==> src/rtl/spim_pkg.sv <==
package spim_pkg;
    localparam int RATE_W = 2;
    localparam int PRE_W  = 2 * ((1 << RATE_W) - 1) + 1;

    typedef enum logic {
        ST_IDLE,
        ST_XFER
    } xfer_state_e;

    // log2 of the bit time in bus cycles for a rate code
    function automatic int rate_shift(input logic [RATE_W-1:0] code);
        return 2 * int'(code) + 1;
    endfunction
endpackage

==> src/rtl/spim_prescaler.sv <==
module spim_prescaler
    import spim_pkg::*;
(
    input  logic              clk,
    input  logic              rst_n,
    input  logic [RATE_W-1:0] rate_sel,
    output logic              half_tick,
    output logic              bit_tick
);
    logic [PRE_W-1:0] cnt_q;
    logic [PRE_W-1:0] full_mask;
    logic [PRE_W-1:0] half_mask;

    always_ff @(posedge clk) begin
        if (!rst_n) cnt_q <= '0;
        else        cnt_q <= cnt_q + 1'b1;
    end

    always_comb begin
        full_mask = PRE_W'((32'd1 << rate_shift(rate_sel)) - 32'd1);
        half_mask = full_mask >> 1;
        bit_tick  = (cnt_q & full_mask) == full_mask;
        half_tick = (cnt_q & half_mask) == half_mask;
    end

    AST_BIT_HAS_HALF: assert property (@(posedge clk) disable iff (!rst_n)
        bit_tick |-> half_tick);
endmodule

==> src/rtl/spim_txbuf.sv <==
module spim_txbuf #(
    parameter int DATA_W = 8
) (
    input  logic              clk,
    input  logic              rst_n,
    input  logic              wr_en,
    input  logic [DATA_W-1:0] wr_data,
    input  logic              pop,
    output logic              valid,
    output logic [DATA_W-1:0] data
);
    always_ff @(posedge clk) begin
        if (!rst_n) begin
            valid <= 1'b0;
            data  <= '0;
        end else begin
            if (wr_en && !valid) begin
                valid <= 1'b1;
                data  <= wr_data;
            end
            if (pop) valid <= 1'b0;
        end
    end

    AST_FULL_WRITE_IGNORED: assert property (@(posedge clk) disable iff (!rst_n)
        (valid && !pop) |=> (valid && $stable(data)));
    AST_POP_NEEDS_DATA: assert property (@(posedge clk) disable iff (!rst_n)
        pop |-> valid);
endmodule

==> src/rtl/spim_engine.sv <==
module spim_engine
    import spim_pkg::*;
#(
    parameter int DATA_W = 8
) (
    input  logic              clk,
    input  logic              rst_n,
    input  logic              half_tick,
    input  logic              bit_tick,
    input  logic              phase_sel,
    input  logic              idle_high,
    input  logic              buf_valid,
    input  logic [DATA_W-1:0] buf_data,
    input  logic              miso,
    output logic              pop,
    output logic              xfer_done,
    output logic [DATA_W-1:0] rx_word,
    output logic              busy,
    output logic              sck,
    output logic              mosi
);
    localparam int              HALF_W    = $clog2(2 * DATA_W);
    localparam logic [HALF_W-1:0] HALF_LAST = HALF_W'(2 * DATA_W - 1);

    xfer_state_e       state_q, state_d;
    logic [HALF_W-1:0] half_q;
    logic [DATA_W-1:0] tx_sh;
    logic [DATA_W-1:0] rx_sh;
    logic              last_half;

    assign last_half = half_tick && (half_q == HALF_LAST);

    // next state: start, chain, finish
    always_comb begin
        state_d   = state_q;
        pop       = 1'b0;
        xfer_done = 1'b0;
        unique case (state_q)
            ST_IDLE: begin
                if (bit_tick && buf_valid) begin
                    pop     = 1'b1;
                    state_d = ST_XFER;
                end
            end
            ST_XFER: begin
                if (last_half) begin
                    xfer_done = 1'b1;
                    if (buf_valid) pop = 1'b1;
                    else           state_d = ST_IDLE;
                end
            end
        endcase
    end

    always_ff @(posedge clk) begin
        if (!rst_n) state_q <= ST_IDLE;
        else        state_q <= state_d;
    end

    // shifters and half-bit counter
    always_ff @(posedge clk) begin
        if (!rst_n) begin
            half_q <= '0;
            tx_sh  <= '0;
            rx_sh  <= '0;
        end else begin
            if (state_q == ST_XFER && half_tick) begin
                half_q <= last_half ? '0 : half_q + 1'b1;
                if (!half_q[0]) rx_sh <= {rx_sh[DATA_W-2:0], miso};
                else            tx_sh <= tx_sh << 1;
            end
            if (pop) begin
                tx_sh  <= buf_data;
                half_q <= '0;
            end
        end
    end

    // outputs
    always_comb begin
        unique case (state_q)
            ST_IDLE: begin
                sck  = idle_high;
                mosi = 1'b1;
            end
            ST_XFER: begin
                sck  = idle_high ^ (phase_sel ? ~half_q[0] : half_q[0]);
                mosi = tx_sh[DATA_W-1];
            end
        endcase
    end

    assign rx_word = rx_sh;
    assign busy    = (state_q == ST_XFER);

    AST_END_ON_BIT: assert property (@(posedge clk) disable iff (!rst_n)
        xfer_done |-> bit_tick);
    AST_IDLE_HALF_ZERO: assert property (@(posedge clk) disable iff (!rst_n)
        (state_q == ST_IDLE) |-> (half_q == '0));
endmodule

==> src/rtl/spim_queued.sv <==
module spim_queued
    import spim_pkg::*;
#(
    parameter int DATA_W = 8
) (
    input  logic              clk,
    input  logic              rst_n,
    input  logic [RATE_W-1:0] rate_sel,
    input  logic              phase_sel,
    input  logic              idle_high,
    input  logic              wr_en,
    input  logic [DATA_W-1:0] wr_data,
    input  logic              rd_en,
    output logic [DATA_W-1:0] rd_data,
    output logic              tx_empty,
    output logic              rx_full,
    output logic              sck,
    output logic              mosi,
    input  logic              miso
);
    logic              half_tick, bit_tick;
    logic              buf_valid, pop, xfer_done, busy;
    logic [DATA_W-1:0] buf_data, rx_word, rx_q;
    logic              rx_full_q;

    spim_prescaler u_pre (
        .clk(clk), .rst_n(rst_n), .rate_sel(rate_sel),
        .half_tick(half_tick), .bit_tick(bit_tick)
    );

    spim_txbuf #(.DATA_W(DATA_W)) u_buf (
        .clk(clk), .rst_n(rst_n), .wr_en(wr_en), .wr_data(wr_data),
        .pop(pop), .valid(buf_valid), .data(buf_data)
    );

    spim_engine #(.DATA_W(DATA_W)) u_eng (
        .clk(clk), .rst_n(rst_n), .half_tick(half_tick), .bit_tick(bit_tick),
        .phase_sel(phase_sel), .idle_high(idle_high),
        .buf_valid(buf_valid), .buf_data(buf_data), .miso(miso),
        .pop(pop), .xfer_done(xfer_done), .rx_word(rx_word), .busy(busy),
        .sck(sck), .mosi(mosi)
    );

    always_ff @(posedge clk) begin
        if (!rst_n) begin
            rx_q      <= '0;
            rx_full_q <= 1'b0;
        end else if (xfer_done) begin
            rx_q      <= rx_word;
            rx_full_q <= 1'b1;
        end else if (rd_en) begin
            rx_full_q <= 1'b0;
        end
    end

    assign rd_data  = rx_q;
    assign rx_full  = rx_full_q;
    assign tx_empty = !buf_valid;

    AST_START_ON_BOUNDARY: assert property (@(posedge clk) disable iff (!rst_n)
        $rose(busy) |-> $past(bit_tick));
    AST_RX_FLAG_SET: assert property (@(posedge clk) disable iff (!rst_n)
        xfer_done |=> rx_full);
endmodule

==> config.mk <==
export PLATFORM = sky130hd
export DESIGN_NAME = spim_queued
export DESIGN_NICKNAME = d
export VERILOG_FILES = /design/src/rtl/spim_pkg.sv /design/src/rtl/spim_prescaler.sv /design/src/rtl/spim_txbuf.sv /design/src/rtl/spim_engine.sv /design/src/rtl/spim_queued.sv
export SDC_FILE = /design/constraint.sdc
export NUM_CORES = 1
export LEC_CHECK = 0
export BUFFER_PORTS_ARGS = -buffer_cell sky130_fd_sc_hd__buf_2
export CAP_MARGIN = 10
export CORE_MARGIN = 1.5
export CORE_UTILIZATION = 30
export DETAILED_ROUTE_END_ITERATION = 8
export PLACE_DENSITY_LB_ADDON = 0.15
export SETUP_SLACK_MARGIN = 0.02
export SLEW_MARGIN = 25
export SYNTH_ARGS = -nofsm -noshare
export SYNTH_HDL_FRONTEND = slang
export SYNTH_HIERARCHICAL = 1
export SYNTH_SLANG_ARGS = --single-unit
==> constraint.sdc <==
create_clock -name clk -period 2.05 [get_ports clk]
set_clock_uncertainty 0.1 [all_clocks]
set_input_delay 0.41 -clock clk [delete_from_list [all_inputs] [get_ports clk]]
set_output_delay 0.41 -clock clk [all_outputs]
set_load 0.05 [all_outputs]
Yosys cells after proc, flatten, opt, wreduce, memory -nomap -nowiden. Cells that the tools add are included.

Output and inout port bits: 12. Bits in registers: 46.

Multiplexer cells: 17. Shift-type cells: 1. Bitwise operators: 6. Reduce and logical (&&, ||, !) cells: 11. Equal/unequal tests: 3. Add/subtract/negate cells: 4.

Operator list (number): $shl A1 B32 Y7 const A (1); $mux W8 (3); $mux W1 (9); $pmux W1 S2 (4); $add A7 B1 Y7 const B (1); $and A7 B6 Y7 (1); $and A7 B7 Y7 (1); $eq A7 B6 Y1 (1); $eq A7 B7 Y1 (1); $sub A7 B1 Y7 const B (1); $reduce_bool A2 Y1 (3); $add A3 B1 Y4 const B (1); $add A4 B1 Y4 const B (1); $eq A4 B4 Y1 const B (1); $logic_and A1 B1 Y1 (4); $mux W4 (1); $reduce_and A2 Y1 (2); $not A1 Y1 (3); $reduce_or A2 Y1 (1); $logic_not A1 Y1 (1); $xor A1 B1 Y1 (1).

Logic depth before layout (Yosys ltp). Gate-level depths: netlist of the first run.

Depth in word-level cells: 10. Depth in mapped cells: 10.

By module. Netlist of the first run, hierarchy kept.

By module, submodules not included: spim_engine (times used 1, cells an instance 109, area each 1033.5 um2); spim_txbuf (times used 1, cells an instance 39, area each 379.1 um2); spim_prescaler (times used 1, cells an instance 39, area each 342.8 um2); spim_queued (times used 1, cells an instance 29, area each 339.1 um2).

Worst setup path after synthesis of the first run. OpenSTA, ideal clock, no wires.

Path kind: reg2reg. Start point: reg u_pre.cnt_q[2]. End point: reg rx_q[0], in the netlist rd_data[0]. Slack: 0.108 ns. Period minus slack after synthesis: 1.942 ns. Stages on the path, launching flop included: 11. Library setup time: 0.117 ns. Data required time: 1.833 ns. Data arrival time: 1.725 ns. Cells stage by stage: dfxtp_1 -> buf_4 -> nand4_1 -> a21oi_1 -> or2_1 -> and4_1 -> buf_6 -> and2_2 -> buf_6 -> mux2i_1 -> nor2b_1.

Cells in the longest elaborated chain, start to end: 5.

RTL lines: start: declaration (line spim_prescaler.sv:10) `logic [PRE_W-1:0] cnt_q;`; start signal: assignment (line spim_prescaler.sv:16) `else cnt_q <= cnt_q + 1'b1;`; $and A7 B6 Y7 (line spim_prescaler.sv:23) `half_tick = (cnt_q & half_mask) == half_mask;`; $eq A7 B6 Y1 (line spim_prescaler.sv:23); via half_tick (line spim_queued.sv:21) `logic half_tick, bit_tick;`; $logic_and A1 B1 Y1 (line spim_engine.sv:31) `assign last_half = half_tick && (half_q == HALF_LAST);`; $mux W1 (line spim_engine.sv:46) `if (last_half) begin`; $mux W1 (line spim_engine.sv:38) `unique case (state_q)`; via xfer_done (line spim_queued.sv:22) `logic buf_valid, pop, xfer_done, busy;`; end signal: assignment (line spim_queued.sv:49) `rx_q <= rx_word;`; end: declaration (line spim_queued.sv:23) `logic [DATA_W-1:0] buf_data, rx_word, rx_q;`.

The timed path passes the listed nets, and every way through them passes these cells. A chain may end at the register's enable or synchronous reset.

Worst setup path after layout of the first run.
Start point: reg u_pre.cnt_q[1]. End point: reg rx_q[6], in the netlist rd_data[6].

Same word-level chain as after synthesis.

==> results of run 1 <==
[final timing paths]
check,from,endpoint,slack [ps]
hold / removal,wr_data[6],u_buf/data[6],240
setup / recovery,u_pre/cnt_q[1],rd_data[6],190
setup reg to reg,u_pre/cnt_q[1],rd_data[6],190
hold reg to reg,u_buf/data[0],u_buf/data[0],370
[per-stage QoR]
stage	area (sq um)	hold WS [ps]	utilization, %	std cells	worst slack [ps]
6_report	2450	242	36.3	329	193
3_3_place_gp	2300	350	34.1	321	202
5_1_grt	2450	243	36.3	329	25.9
3_5_place_dp	2300	354	34.1	321	161
2_1_floorplan	2090	335	-	216	108
4_1_cts	2450	232	36.2	329	93.2
[what timing repair did]
item,CTS,global route
setup buffers,0,0
endpoints found under the setup margin,0,1
gates resized for setup,0,3
[tightest hold or removal path, stage by stage]
cell	delay, ps
buf_2	90
nand2_1	40
mux2i_1	50
[flip-flops by register name (all words and copies together) (netlist names)]
name,cells
rx_full,1
u_buf/data,8
u_eng/busy,1
u_eng/rx_word,8
u_buf/valid,1
u_eng/tx_sh,8
rd_data,8
u_eng/half_q,4
u_pre/cnt_q,7
[final cells by class]
cell class / count / area (sq um) / share of cell area, %
clock buffer: 6 / 82.6 / 3.37
clock inverter: 2 / 60.1 / 2.45
sequential: 46 / 923 / 37.7
multi-input combinational: 154 / 1040 / 42.6
tap: 80 / 100 / 4.08
timing repair buffer: 38 / 230 / 9.39
inverter: 3 / 11.3 / 0.459
[cell families after synthesis]
group                      share of synthesized area [%]
adders and majority gates                           1.19
DFF                                                 44.0
and+or+nand+nor                                     22.8
buffers and inverters                               6.21
AOI/OAI and AO/OA                                   8.06
xor gates and xnor gates                            2.51
muxes                                               15.3
[synthesized netlist by cell type]
library cell  count
nand3_1          12
nand4_1           9
nor2b_1          10
and2_1            5
a21o_1            1
clkbuf_1          1
buf_4             2
xnor2_1           3
nand3b_1          1
a21boi_1          1
or2b_1            1
nor3b_1           1
o31ai_1           1
o211ai_1          8
o21ai_0           4
or2_1             1
mux2i_1          32
and4_1            1
a21oi_1           6
nor2_1           10
clkinv_1          1
a211o_1           1
o21a_1            2
buf_2             2
and3b_2           1
xor2_1            3
nor2b_4           1
dfxtp_1          46
a211oi_2          1
ha_1              2
nand3_2           2
buf_6             8
or3_1             2
and2_2            2
nand2b_1          2
inv_1             2
or2_2             1
nand2_1          27
[metal layers]
metal / up-vias / track usage (%)
li1: 816 / -
met1: 698 / 15.8
met2: 20 / 18.3
met3: 5 / 3.14
met4: 0 / 3.96
met5: - / 0
[power by group]
group | total (W) | leakage (nW) | internal [W] | switching, W
combinational | 0.000125 | 0.598 | 0.0000547 | 0.0000701
sequential | 0.000930 | 0.374 | 0.000912 | 0.0000186
clock | 0.000832 | 0.0714 | 0.000520 | 0.000312
==> flow_summary.yaml, run 1 <==
cts:
  clockBufferDepth: 2
  clk_pin_slew_ps: 90
  cts_num_sinks: 46
  clkLatencyLatePin_ps: 300
  htreeDepth: 2
  cts_tree: "built"
  numCtsBuffers: 5
  postCtsHoldBufs: 0
  cts-root-buf: "clkbuf_8"
synthesis:
  yosysWarnings: 6
  yosys.cell_types.count: 38
  post-synth-top-area-cell: "dfxtp_1"
  avgSynthCellArea_sq_um: 9.70
  synth.area.top_cells: "dfxtp_1 44%, mux2i_1 15%, nand2_1 4.8%, buf_6 4.3%, nor2b_1 3.0%"
  syn_nets: 235
  syn-cell-area_sq_mm: 0.00209
  synth_top_area_share_pct: 44.0
  synthesis.instances: 216
  ys_ff_latch: 46
  seq_area_frac_synth_pct: 44.0
layout:
  layout-drive-gt1-share_pct: 22.5
  n_antenna_cell: 0
  nets: 267
  layout.cells.most_common: "dfxtp_1"
  areaGrowthSynthToFinish_pct: 17.0
  n_fill_cell: 706
  most-common-layout-cells: "44 x dfxtp_1, 32 x mux2i_1, 27 x buf_2, 27 x nand2_1, 12 x nand3_1"
critical_path:
  cp_top_family: "simple AND/OR/NAND/NOR gates"
  cp.arrival_ps: 1950
  cp_num_buf_inv: 0
  crit_path_max_incr_delay_ps: 420
  crit_chain: "nand2_1 -> a21oi_1 -> or2_1 -> and4_1 -> and2_2 -> mux2i_1 -> nor2b_1"
  slowest_stage: "dfxtp_1"
  path_max_fanout: 10
  reg2reg_depth: 7
  crit_path_end_kind: "register"
  critPathKind: "register to register"
  crit_cells: 7
  startpoint_type: "register"
  cp.required_ps: 2140
power:
  total_power_w: 0.00189
  powerDensity_mw_per_mm2: 770
  irDropWorstVdd_mv: 0.390
  p_leak_nw: 1.04
placement:
  hpwl_mm: 2.75
  numPortBuffers: 28
  gp_congestion: 0.760
floorplan:
  core_sq_mm: 0.00676
  die_w_um: 86.6
  die_h_um: 86.6
  io_pins: 29
  die-area_sq_mm: 0.00749
  rows: 30
  initial_core_util_pct: 31.0
detailed_routing:
  first_pass_iters: 4
  wl_met2_mm: 1.72
  wl_per_cell_um: 12.1
  wl_met3_um: 99
  wirelength_mm: 3.98
  viasPerCell: 4.68
  highest_layer: "met4"
  met1_length_mm: 2.10
  num_vias: 1539
  ant_nets: 0
  route.detailed.drc: 0
  drt_iter0_drc: 72
sta:
  fin_crit_ps: 1860
  max_freq_mhz: 538
  final_max_slew_viol_count: 0
  relSlewSlack_pct: 79.1
  finalSetupViolCount: 0
  worst_pin_slew_ps: 312
  tns_ps: 0
  hold_viol_final: 0
  finalCritPeriodShare_pct: 90.6
  rsz0062_at_grt: "no"
worst_hold_path:
  hp-class: "input pin to register"
  holdPathStages: 3
global_route:
  grtUsageTotal_pct: 11.8
  gr-total-overflow: 0
  grt_pass1_vias: 1474
  grt_pass1_wl_mm: 6.96
  grt_max_degree: 53
  grt_antenna_before_repair: 0
run:
  cap_violations: 0
run_status:
  status: "finished, final reports clean"
Power figures use the tool's default switching activity.
==> inputs of run 2 (changes only) <==
--- a/config.mk
+++ b/config.mk
@@ -8,7 +8,7 @@
 export BUFFER_PORTS_ARGS = -buffer_cell sky130_fd_sc_hd__buf_2
 export CAP_MARGIN = 10
 export CORE_MARGIN = 1.5
-export CORE_UTILIZATION = 30
+export CORE_UTILIZATION = 35
 export DETAILED_ROUTE_END_ITERATION = 8
 export PLACE_DENSITY_LB_ADDON = 0.15
 export SETUP_SLACK_MARGIN = 0.02
==> constraint.sdc (replaced) <==
create_clock -name clk -period 2.2 [get_ports clk]
set_clock_uncertainty 0.1 [all_clocks]
set_input_delay 0.44 -clock clk [delete_from_list [all_inputs] [get_ports clk]]
set_output_delay 0.44 -clock clk [all_outputs]
set_load 0.05 [all_outputs]
==> run 2 against run 1 <==
Sequential power is 6.6% lower; register-to-register slack better by 120 ps; global-route usage increased by 1.5 points; combinational power down 17%; design area down 4.7%; clock power decreased by 37%; non-clock buffer count down 5; highest routed layer unchanged.
==> flow_summary.yaml, run 2 (synthesis gave the netlist of run 1 again) <==
run_status:
  status: "finished, final reports clean"
layout:
  n_antenna_cell: 0
  nets: 262
  most-common-layout-cells: "46 x dfxtp_1, 32 x mux2i_1, 28 x buf_2"
  layout-drive-gt1-share_pct: 19.7
  n_fill_cell: 590
  layout.cells.most_common: "dfxtp_1"
  stdcell_count: 316
  areaGrowthSynthToFinish_pct: 11.5
  final_area_sq_mm: 0.00234
detailed_routing:
  ant_nets: 0
  wl_per_cell_um: 12.0
  drt_iter0_drc: 57
  wirelength_mm: 3.80
  route.detailed.drc: 0
  viasPerCell: 4.76
  num_vias: 1503
  first_pass_iters: 4
placement:
  gp_congestion: 0.723
  numPortBuffers: 28
  placed_area_sq_mm: 0.00224
  dp.cells: 308
  hpwl_mm: 2.60
global_route:
  grtUsageMet2_pct: 19.7
  grt_antenna_before_repair: 0
  grtUsageTotal_pct: 13.2
  grt_max_degree: 53
  met3_usage_pct: 3.18
  grt_pass1_wl_mm: 6.61
  grt_pass1_vias: 1394
  gr-total-overflow: 0
  met1_usage_pct: 18.0
  grt-busiest-layer: "met2"
cts:
  postCtsHoldBufs: 0
  clockBufferDepth: 2
  cts_num_sinks: 46
  clkLatencyLatePin_ps: 290
  cts_tree: "built"
  clk_pin_slew_ps: 90
  htreeDepth: 2
  post_cts_buffers: 0
  cts-root-buf: "clkbuf_8"
  numCtsBuffers: 5
power:
  p_int_w: 0.00115
  switching_power_w: 0.000355
  p_leak_nw: 0.988
  pwr-share-comb_pct: 6.9
  seq_power_share_pct: 57.9
  powerDensity_mw_per_mm2: 643
  irDropWorstVdd_mv: 0.416
  switching_share_pct: 23.6
  p_clk_share_pct: 35.2
floorplan:
  die_w_um: 80.4
  die-area_sq_mm: 0.00646
  die_h_um: 80.4
  core_sq_mm: 0.00564
  io_pins: 29
  rows: 27
  initial_core_util_pct: 37.1
sta:
  max_freq_mhz: 512
  finalCritPeriodShare_pct: 88.8
  fin_crit_ps: 1950
  worst_pin_slew_ps: 453
  hold_viol_final: 0
  relSlewSlack_pct: 69.8
  final_max_slew_viol_count: 0
  rsz0062_at_grt: "no"
  finalSetupViolCount: 0
  tns_ps: 0
critical_path:
  path_max_fanout: 12
  reg2reg_depth: 7
  cp.arrival_ps: 1410
  cp.required_ps: 1660
  critPathKind: "register to output port"
  startpoint_type: "register"
  crit_path_end_kind: "output port"
worst_hold_path:
  holdPathStages: 3
  hp-class: "input pin to register"
run:
  cap_violations: 0
## run 2: area by class of cell
type / count / area (sq um) / area share [%]
inverters: 3 / 11.3 / 0.482
clock inverters: 1 / 5.00 / 0.214
multi-input cells: 154 / 1040 / 44.7
well taps: 72 / 90.1 / 3.86
clock buffers: 7 / 86.3 / 3.70
repair buffers: 33 / 178 / 7.61
flip-flops and latches: 46 / 921 / 39.4
## run 2: worst paths after layout
kind / start / to / slack, ps
max: u_eng/busy / sck / 250
min: miso / u_eng/rx_word[0] / 280
max reg2reg: u_pre/cnt_q[0] / rd_data[5] / 310
min reg2reg: u_buf/data[0] / u_buf/data[0] / 360
## run 2: power groups by stage
stage                     clock [W]  combinational, W  sequential [W]
after floorplan                   0         0.0000834        0.000881
after global placement            0          0.000105        0.000889
after detailed placement          0          0.000106        0.000889
after CTS                  0.000550          0.000106        0.000870
after global routing       0.000592          0.000117        0.000873
final                      0.000528          0.000104        0.000869
## run 2: metrics by stage
stage	utilization (%)	hold slack [ps]	power, W	setup slack [ps]
4_1_cts	41.4	272	0.00153	211
3_3_place_gp	39.8	348	0.000994	309
2_1_floorplan	-	335	0.000964	198
3_5_place_dp	39.8	352	0.000995	244
6_report	41.4	281	0.00150	246
5_1_grt	41.4	272	0.00158	120
## run 2: layer usage
metal	vias up	routed length [um]	part of all wire (%)
li1	799	-	-
met1	676	1990	52
met2	23	1640	43
met3	5	114	3.0
met5	-	0	0
met4	0	58	1.5
## run 2: critical path, cell delays in order (launching register included)
cell	delay (ps)
dfxtp_1	550
nand2_1	110
xnor2_1	170
buf_2	290
## run 2: timing repair
item                                   4_1_cts  5_1_grt
gates resized for setup                      0        1
setup endpoints to repair                    0        3
endpoints found under the hold margin        0        0
